File: src/rtl/fetch_pkg.sv
package fetch_pkg;
    typedef enum logic [2:0] {
        ST_FETCH,
        ST_WAIT,
        ST_CAPTURE,
        ST_SPLIT,
        ST_ISSUE,
        ST_DREAD,
        ST_DWAIT,
        ST_DCAP
    } fstate_t;

    typedef enum logic {
        MAR_FROM_PC,
        MAR_FROM_IR
    } mar_src_t;
endpackage

File: src/rtl/word_split.sv
module word_split #(
    parameter int SLOT_W = 20,
    parameter int SLOTS  = 2
) (
    input  logic [SLOT_W*SLOTS-1:0]     word_in,
    output logic [SLOTS-1:0][SLOT_W-1:0] slot_out
);
    // slot index SLOTS-1 is the upper (issued first) instruction
    for (genvar s = 0; s < SLOTS; s++) begin : g_slot
        assign slot_out[s] = word_in[s*SLOT_W +: SLOT_W];
    end
endmodule

File: src/rtl/fetch_ctrl.sv
module fetch_ctrl
    import fetch_pkg::*;
(
    input  logic     clk,
    input  logic     rst,
    input  logic     iss_ready,
    input  logic     redir_valid,
    input  logic     data_req,
    input  logic     cur_half,
    input  logic     ibr_valid,
    output logic     issue_now,
    output logic     pc_ld,
    output logic     pc_inc,
    output logic     mar_ld,
    output mar_src_t mar_src,
    output logic     rd_set,
    output logic     mdr_ld,
    output logic     ir_ld_split,
    output logic     ir_ld_ibr,
    output logic     ibr_inv,
    output logic     dvalid_set
);
    fstate_t state, nxt;

    always_ff @(posedge clk) begin
        if (rst) state <= ST_FETCH;
        else     state <= nxt;
    end

    always_comb begin
        nxt         = state;
        pc_ld       = 1'b0;
        pc_inc      = 1'b0;
        mar_ld      = 1'b0;
        mar_src     = MAR_FROM_PC;
        rd_set      = 1'b0;
        mdr_ld      = 1'b0;
        ir_ld_split = 1'b0;
        ir_ld_ibr   = 1'b0;
        ibr_inv     = 1'b0;
        dvalid_set  = 1'b0;
        issue_now   = (state == ST_ISSUE);
        if (redir_valid) begin
            pc_ld   = 1'b1;
            ibr_inv = 1'b1;
            nxt     = ST_FETCH;
        end else begin
            unique case (state)
                ST_FETCH: begin
                    mar_ld = 1'b1;
                    rd_set = 1'b1;
                    nxt    = ST_WAIT;
                end
                ST_WAIT:    nxt = ST_CAPTURE;
                ST_CAPTURE: begin
                    mdr_ld = 1'b1;
                    nxt    = ST_SPLIT;
                end
                ST_SPLIT: begin
                    ir_ld_split = 1'b1;
                    nxt         = ST_ISSUE;
                end
                ST_ISSUE: begin
                    if (iss_ready) begin
                        if (!cur_half && ibr_valid) begin
                            ir_ld_ibr = 1'b1;
                            nxt       = ST_ISSUE;
                        end else begin
                            pc_inc = 1'b1;
                            nxt    = ST_FETCH;
                        end
                    end else if (data_req) begin
                        nxt = ST_DREAD;
                    end
                end
                ST_DREAD: begin
                    mar_ld  = 1'b1;
                    mar_src = MAR_FROM_IR;
                    rd_set  = 1'b1;
                    nxt     = ST_DWAIT;
                end
                ST_DWAIT:   nxt = ST_DCAP;
                ST_DCAP: begin
                    mdr_ld     = 1'b1;
                    dvalid_set = 1'b1;
                    nxt        = ST_ISSUE;
                end
                default:    nxt = ST_FETCH;
            endcase
        end
    end
endmodule

File: src/rtl/fetch_regs.sv
module fetch_regs
    import fetch_pkg::*;
#(
    parameter int ADDR_W = 12,
    parameter int OPC_W  = 8,
    localparam int SLOT_W = OPC_W + ADDR_W,
    localparam int WORD_W = 2 * SLOT_W
) (
    input  logic              clk,
    input  logic              rst,
    input  logic              pc_ld,
    input  logic              pc_inc,
    input  logic              mar_ld,
    input  mar_src_t          mar_src,
    input  logic              rd_set,
    input  logic              mdr_ld,
    input  logic              ir_ld_split,
    input  logic              ir_ld_ibr,
    input  logic              ibr_inv,
    input  logic              dvalid_set,
    input  logic [ADDR_W-1:0] redir_word,
    input  logic              redir_half,
    input  logic [WORD_W-1:0] mem_rdata,
    output logic [ADDR_W-1:0] mar_q,
    output logic              rd_q,
    output logic [WORD_W-1:0] mdr_q,
    output logic [SLOT_W-1:0] ir_q,
    output logic              ir_half_q,
    output logic              ibr_valid_q,
    output logic              dvalid_q
);
    localparam logic [ADDR_W-1:0] PC_STEP = {{(ADDR_W-1){1'b0}}, 1'b1};

    logic [ADDR_W-1:0]          pc_q;
    logic                       start_half_q;
    logic [SLOT_W-1:0]          ibr_q;
    logic [1:0][SLOT_W-1:0]     slots;

    word_split #(.SLOT_W(SLOT_W), .SLOTS(2)) split_i (
        .word_in  (mdr_q),
        .slot_out (slots)
    );

    always_ff @(posedge clk) begin
        if (rst) begin
            pc_q         <= '0;
            start_half_q <= 1'b0;
        end else if (pc_ld) begin
            pc_q         <= redir_word;
            start_half_q <= redir_half;
        end else if (pc_inc) begin
            pc_q         <= pc_q + PC_STEP;
            start_half_q <= 1'b0;
        end
    end

    always_ff @(posedge clk) begin
        if (rst) begin
            mar_q    <= '0;
            rd_q     <= 1'b0;
            mdr_q    <= '0;
            dvalid_q <= 1'b0;
        end else begin
            rd_q     <= rd_set;
            dvalid_q <= dvalid_set;
            if (mar_ld) mar_q <= (mar_src == MAR_FROM_IR) ? ir_q[ADDR_W-1:0] : pc_q;
            if (mdr_ld) mdr_q <= mem_rdata;
        end
    end

    always_ff @(posedge clk) begin
        if (rst) begin
            ir_q        <= '0;
            ir_half_q   <= 1'b0;
            ibr_q       <= '0;
            ibr_valid_q <= 1'b0;
        end else if (ibr_inv) begin
            ibr_valid_q <= 1'b0;
        end else if (ir_ld_split) begin
            ir_q        <= start_half_q ? slots[0] : slots[1];
            ir_half_q   <= start_half_q;
            ibr_q       <= slots[0];
            ibr_valid_q <= !start_half_q;
        end else if (ir_ld_ibr) begin
            ir_q        <= ibr_q;
            ir_half_q   <= 1'b1;
            ibr_valid_q <= 1'b0;
        end
    end
endmodule

File: src/rtl/dual_slot_fetch.sv
module dual_slot_fetch
    import fetch_pkg::*;
#(
    parameter int ADDR_W = 12,
    parameter int OPC_W  = 8,
    localparam int SLOT_W = OPC_W + ADDR_W,
    localparam int WORD_W = 2 * SLOT_W
) (
    input  logic              clk,
    input  logic              rst,
    output logic [ADDR_W-1:0] mem_addr,
    output logic              mem_rd,
    input  logic [WORD_W-1:0] mem_rdata,
    output logic              iss_valid,
    input  logic              iss_ready,
    output logic [OPC_W-1:0]  iss_opcode,
    output logic [ADDR_W-1:0] iss_addr,
    output logic              iss_half,
    input  logic              data_req,
    output logic              data_valid,
    output logic [WORD_W-1:0] data_word,
    input  logic              redir_valid,
    input  logic [ADDR_W-1:0] redir_word,
    input  logic              redir_half
);
    logic     pc_ld, pc_inc, mar_ld, rd_set, mdr_ld;
    logic     ir_ld_split, ir_ld_ibr, ibr_inv, dvalid_set;
    mar_src_t mar_src;
    logic     ir_half_q, ibr_valid_q;
    logic [SLOT_W-1:0] ir_q;

    fetch_ctrl ctrl_i (
        .clk         (clk),
        .rst         (rst),
        .iss_ready   (iss_ready),
        .redir_valid (redir_valid),
        .data_req    (data_req),
        .cur_half    (ir_half_q),
        .ibr_valid   (ibr_valid_q),
        .issue_now   (iss_valid),
        .pc_ld       (pc_ld),
        .pc_inc      (pc_inc),
        .mar_ld      (mar_ld),
        .mar_src     (mar_src),
        .rd_set      (rd_set),
        .mdr_ld      (mdr_ld),
        .ir_ld_split (ir_ld_split),
        .ir_ld_ibr   (ir_ld_ibr),
        .ibr_inv     (ibr_inv),
        .dvalid_set  (dvalid_set)
    );

    fetch_regs #(.ADDR_W(ADDR_W), .OPC_W(OPC_W)) regs_i (
        .clk         (clk),
        .rst         (rst),
        .pc_ld       (pc_ld),
        .pc_inc      (pc_inc),
        .mar_ld      (mar_ld),
        .mar_src     (mar_src),
        .rd_set      (rd_set),
        .mdr_ld      (mdr_ld),
        .ir_ld_split (ir_ld_split),
        .ir_ld_ibr   (ir_ld_ibr),
        .ibr_inv     (ibr_inv),
        .dvalid_set  (dvalid_set),
        .redir_word  (redir_word),
        .redir_half  (redir_half),
        .mem_rdata   (mem_rdata),
        .mar_q       (mem_addr),
        .rd_q        (mem_rd),
        .mdr_q       (data_word),
        .ir_q        (ir_q),
        .ir_half_q   (ir_half_q),
        .ibr_valid_q (ibr_valid_q),
        .dvalid_q    (data_valid)
    );

    assign iss_opcode = ir_q[SLOT_W-1 -: OPC_W];
    assign iss_addr   = ir_q[ADDR_W-1:0];
    assign iss_half   = ir_half_q;
endmodule

File: config.mk
export PLATFORM = sky130hd
export DESIGN_NAME = dual_slot_fetch
export DESIGN_NICKNAME = d
export VERILOG_FILES = /design/src/rtl/fetch_pkg.sv /design/src/rtl/word_split.sv /design/src/rtl/fetch_ctrl.sv /design/src/rtl/fetch_regs.sv /design/src/rtl/dual_slot_fetch.sv
export SDC_FILE = /design/constraint.sdc
export NUM_CORES = 1
export LEC_CHECK = 0
export ABC_AREA = 1
export CAP_MARGIN = 10
export CORE_MARGIN = 2
export CORE_UTILIZATION = 30
export DETAILED_ROUTE_END_ITERATION = 8
export GPL_TIMING_DRIVEN = 0
export RECOVER_POWER = 50
export SYNTH_ARGS = -nofsm -noshare
export SYNTH_HDL_FRONTEND = slang
export SYNTH_HIERARCHICAL = 1
export SYNTH_SLANG_ARGS = --single-unit
File: constraint.sdc
create_clock -name clk -period 1.7 [get_ports clk]
set_clock_uncertainty 0.1 [all_clocks]
set_input_delay 0.34 -clock clk [delete_from_list [all_inputs] [get_ports clk]]
set_output_delay 0.34 -clock clk [all_outputs]
set_load 0.02 [all_outputs]
==> results.py <==
metrics = {
    "run_status": {
        "status": "complete, but fails checks",
        "violations": "setup timing",
    },
    "sta": {
        "fin_ws_ns": -0.0555,
        "finalHoldWorstSlack_ns": 0.345,
        "finalSetupTns_ns": -0.184,
        "max_freq_mhz": 570,
        "fin_crit_sh_pct": 103,
        "post-route-min-period_ns": 1.76,
        "finalHoldViolCount": 0,
        "tightest_slew_ns": 0.513,
        "relSlewSlack_pct": 65.8,
        "finalSetupViolCount": 9,
        "rsz0062_at_grt": "yes",
        "slew_viol_final": 0,
    },
    "pwr": {
        "p_leak_nw": 3.47,
        "irDropWorstVdd_mv": 0.562,
        "power_density_nw_per_um2": 770,
        "finalPower_mw": 5.67,
    },
    "placement": {
        "place.gp.congestion": 0.828,
        "place_inst": 1065,
        "io_buffers": 133,
        "dpl.hpwl_microns": 11400,
    },
    "clock_network": {
        "clk_latency_ns": 0.35,
        "cts-root-buf": "clkbuf_16",
        "htree_levels": 3,
        "clockBufferDepth": 2,
        "clock_sinks": 112,
        "cts_hold_buf": 0,
        "cts_buffers": 9,
        "cts_tree": "built",
        "clkTransAtPathRegs_ns": 0.07,
    },
    "critical_path": {
        "slowest_delay_ns": 0.38,
        "end_kind": "primary output",
        "crit_fanout": 6,
        "worstPathCellList": "inv_4 > ha_4 > nand2_4 > clkinv_4 > buf_2",
        "ff2ff_path_depth": 10,
        "arrival_ns": 1.32,
        "r2r_start": "ctrl_i/state[0]",
        "start_kind": "flip-flop",
        "cp-startpoint": "ctrl_i/state[0]",
        "slowest_stage": "dfxtp_4",
        "required_ns": 1.26,
        "crit_type": "flip-flop to primary output",
    },
    "yosys": {
        "synthesis.nets": 776,
        "yosys.area.top_type_share_pct": 43.4,
        "syn-instance-count": 712,
        "syn_area_per_cell_sq_um": 7.25,
        "seq_area_frac_synth_pct": 43.4,
        "ys_ff_latch": 112,
        "syn_area_sq_um": 5160,
        "ys_types": 31,
        "synth_area_leader_cell": "dfxtp_1",
        "ys_top_cells_by_area": "dfxtp_1 (43%), nor2_1 (13%), o21ai_0 (10%), buf_4 (6.3%), nand2_1 (5.8%)",
        "ys_warn_count": 6,
    },
    "cells_and_area": {
        "area_growth_pct": 42.8,
        "antenna_cells": 0,
        "multi_input_area_sq_um": 2380,
        "register_area_sq_um": 2250,
        "nets": 935,
        "drive_gt1_share_pct": 18.0,
        "fillers": 1770,
        "final_util_pct": 44.1,
        "stdcell_count": 1094,
    },
    "floorplanning": {
        "placementRows": 47,
        "start_util_pct": 30.9,
        "die_w_microns": 135,
        "dieArea_sq_um": 18300,
        "die_h_microns": 135,
        "boundaryPins": 134,
        "core_sq_um": 16700,
    },
    "global_route": {
        "track_usage_pct": 16.6,
        "grt_pass1_vias": 4721,
        "grt_antenna_before_repair": 0,
        "grt_max_degree": 17,
        "grt_pass1_wl_microns": 23900,
        "gr-total-overflow": 0,
    },
    "hold_path": {
        "worstHoldPathCells": 4,
        "hold_class": "input port to flip-flop",
        "hold_start": "iss_ready",
    },
    "route": {
        "vias_per_cell": 4.50,
        "wl_microns": 15300,
        "drt_iter0_drc": 275,
        "drtAntennaViolNets": 0,
        "vias": 4921,
        "drcViolationCount": 0,
        "wire_per_inst_microns": 14.0,
        "drt-pass1-iter-count": 4,
    },
    "job": {
        "max-cap-violations": 0,
    },
}
==> critical path: cells and delay by family, from the launching register on <==
family | cells | cell delay, ns
flip-flops | 1 | 0.38
AND/OR/NAND/NOR | 1 | 0.12
adder cells (fa/ha/maj) | 1 | 0.16
buffers and inverters | 3 | 0.30
==> worst paths after layout <==
kind | to | slack [ns]
setup / recovery | iss_valid | -0.06
hold / removal | ctrl_i/state[1] | 0.35
setup reg to reg | regs_i/ir_q[18] | -0.04
hold reg to reg | regs_i/ir_q[4] | 0.38
==> cell type report <==
type                    instances  area share, %
multi-input cells             475           32.3
flip-flops and latches        112           30.5
repair buffers                148           18.6
plain buffers                  84           8.28
well taps                     220           3.73
clock buffers                  11           3.29
inverters                      41           2.33
clock inverters                 3          0.917
==> power breakdown <==
| part | total [mW] | internal (mW) | switching (mW) | leakage [nW] |
|---|---|---|---|---|
| Sequential | 2.76 | 2.69 | 0.0666 | 0.911 |
| Combinational | 0.640 | 0.318 | 0.322 | 2.41 |
| Clock | 2.27 | 1.32 | 0.955 | 0.148 |
| Total | 5.67 | 4.33 | 1.34 | 3.47 |
==> per-layer routing <==
layer	GRT usage, %	vias up	part of all wire, %
li1	-	2609	-
met4	6.60	0	2.4
met5	0	-	0
met3	2.99	21	4.5
met1	21.7	2183	47
met2	27.4	108	46
==> repair_timing <==
action / in CTS / in global routing
pin swaps: 5 / 4
gates resized for setup: 132 / 64
endpoints found under the setup margin: 184 / 104
setup buffers: 7 / 4
gates cloned: 2 / 2
==> cell usage after synthesis <==
cell type	instances
nand3_1	20
a21oi_2	1
buf_2	19
a21boi_2	2
nand2_1	80
a21oi_4	1
o211ai_1	18
inv_2	4
a31oi_1	22
a22oi_1	8
buf_4	43
nand3_2	2
o21ai_0	105
clkinv_4	1
nand2_2	1
nor2_2	3
dfxtp_1	112
buf_1	1
inv_1	36
nand2_4	1
nor2_4	1
ha_1	6
clkbuf_1	21
o21ai_1	1
nor3_1	4
xor2_1	3
or2_2	1
a21o_1	1
nand4_1	1
nor2_1	180
a21oi_1	13
==> placed cells by master, fill, tap and decap left out, types with 8 or more instances in the layout <==
cell,instances
dfxtp_1,109
nand2_1,74
a22oi_1,8
buf_2,15
o21ai_0,102
clkbuf_16,10
nor2_1,168
a21oi_1,12
clkdlybuf4s50_1,55
buf_4,58
nor2_2,13
o211ai_1,18
dlygate4sd2_1,75
inv_1,32
nand3_1,20
clkbuf_1,8
a31oi_1,22
buf_6,12
==> logic make-up (layout without fill, tap and decap cells) <==
| group | after synthesis | after routing | synth area share [%] |
|---|---|---|---|
| and+or+nand+nor | 294 | 294 | 22.8 |
| AOI/OAI and AO/OA | 172 | 172 | 19.0 |
| buffers and inverters | 125 | 287 | 12.8 |
| DFF | 112 | 112 | 43.4 |
| adders and majority gates | 6 | 6 | 1.45 |
| xor gates and xnor gates | 3 | 3 | 0.509 |
==> stage by stage <==
stage | worst slack, ns | area [sq um]
final | -0.0555 | 7370
after global routing | -0.140 | 7370
after CTS | -0.0706 | 7180
after detailed placement | -0.954 | 6770
after global placement | -0.921 | 6770
after floorplan | 0.00294 | 5160
==> state kept, by name (all words and copies together) (netlist names) <==
name	cells
regs_i/mdr_q	40
regs_i/ibr_q	20
regs_i/ir_q	20
regs_i/mar_q	12
regs_i/pc_q	12
ctrl_i/state	3
regs_i/dvalid_q	1
regs_i/ibr_valid_q	1
regs_i/ir_half_q	1
regs_i/rd_q	1
regs_i/start_half_q	1
No activity file was read; power rests on OpenSTA's default activity.
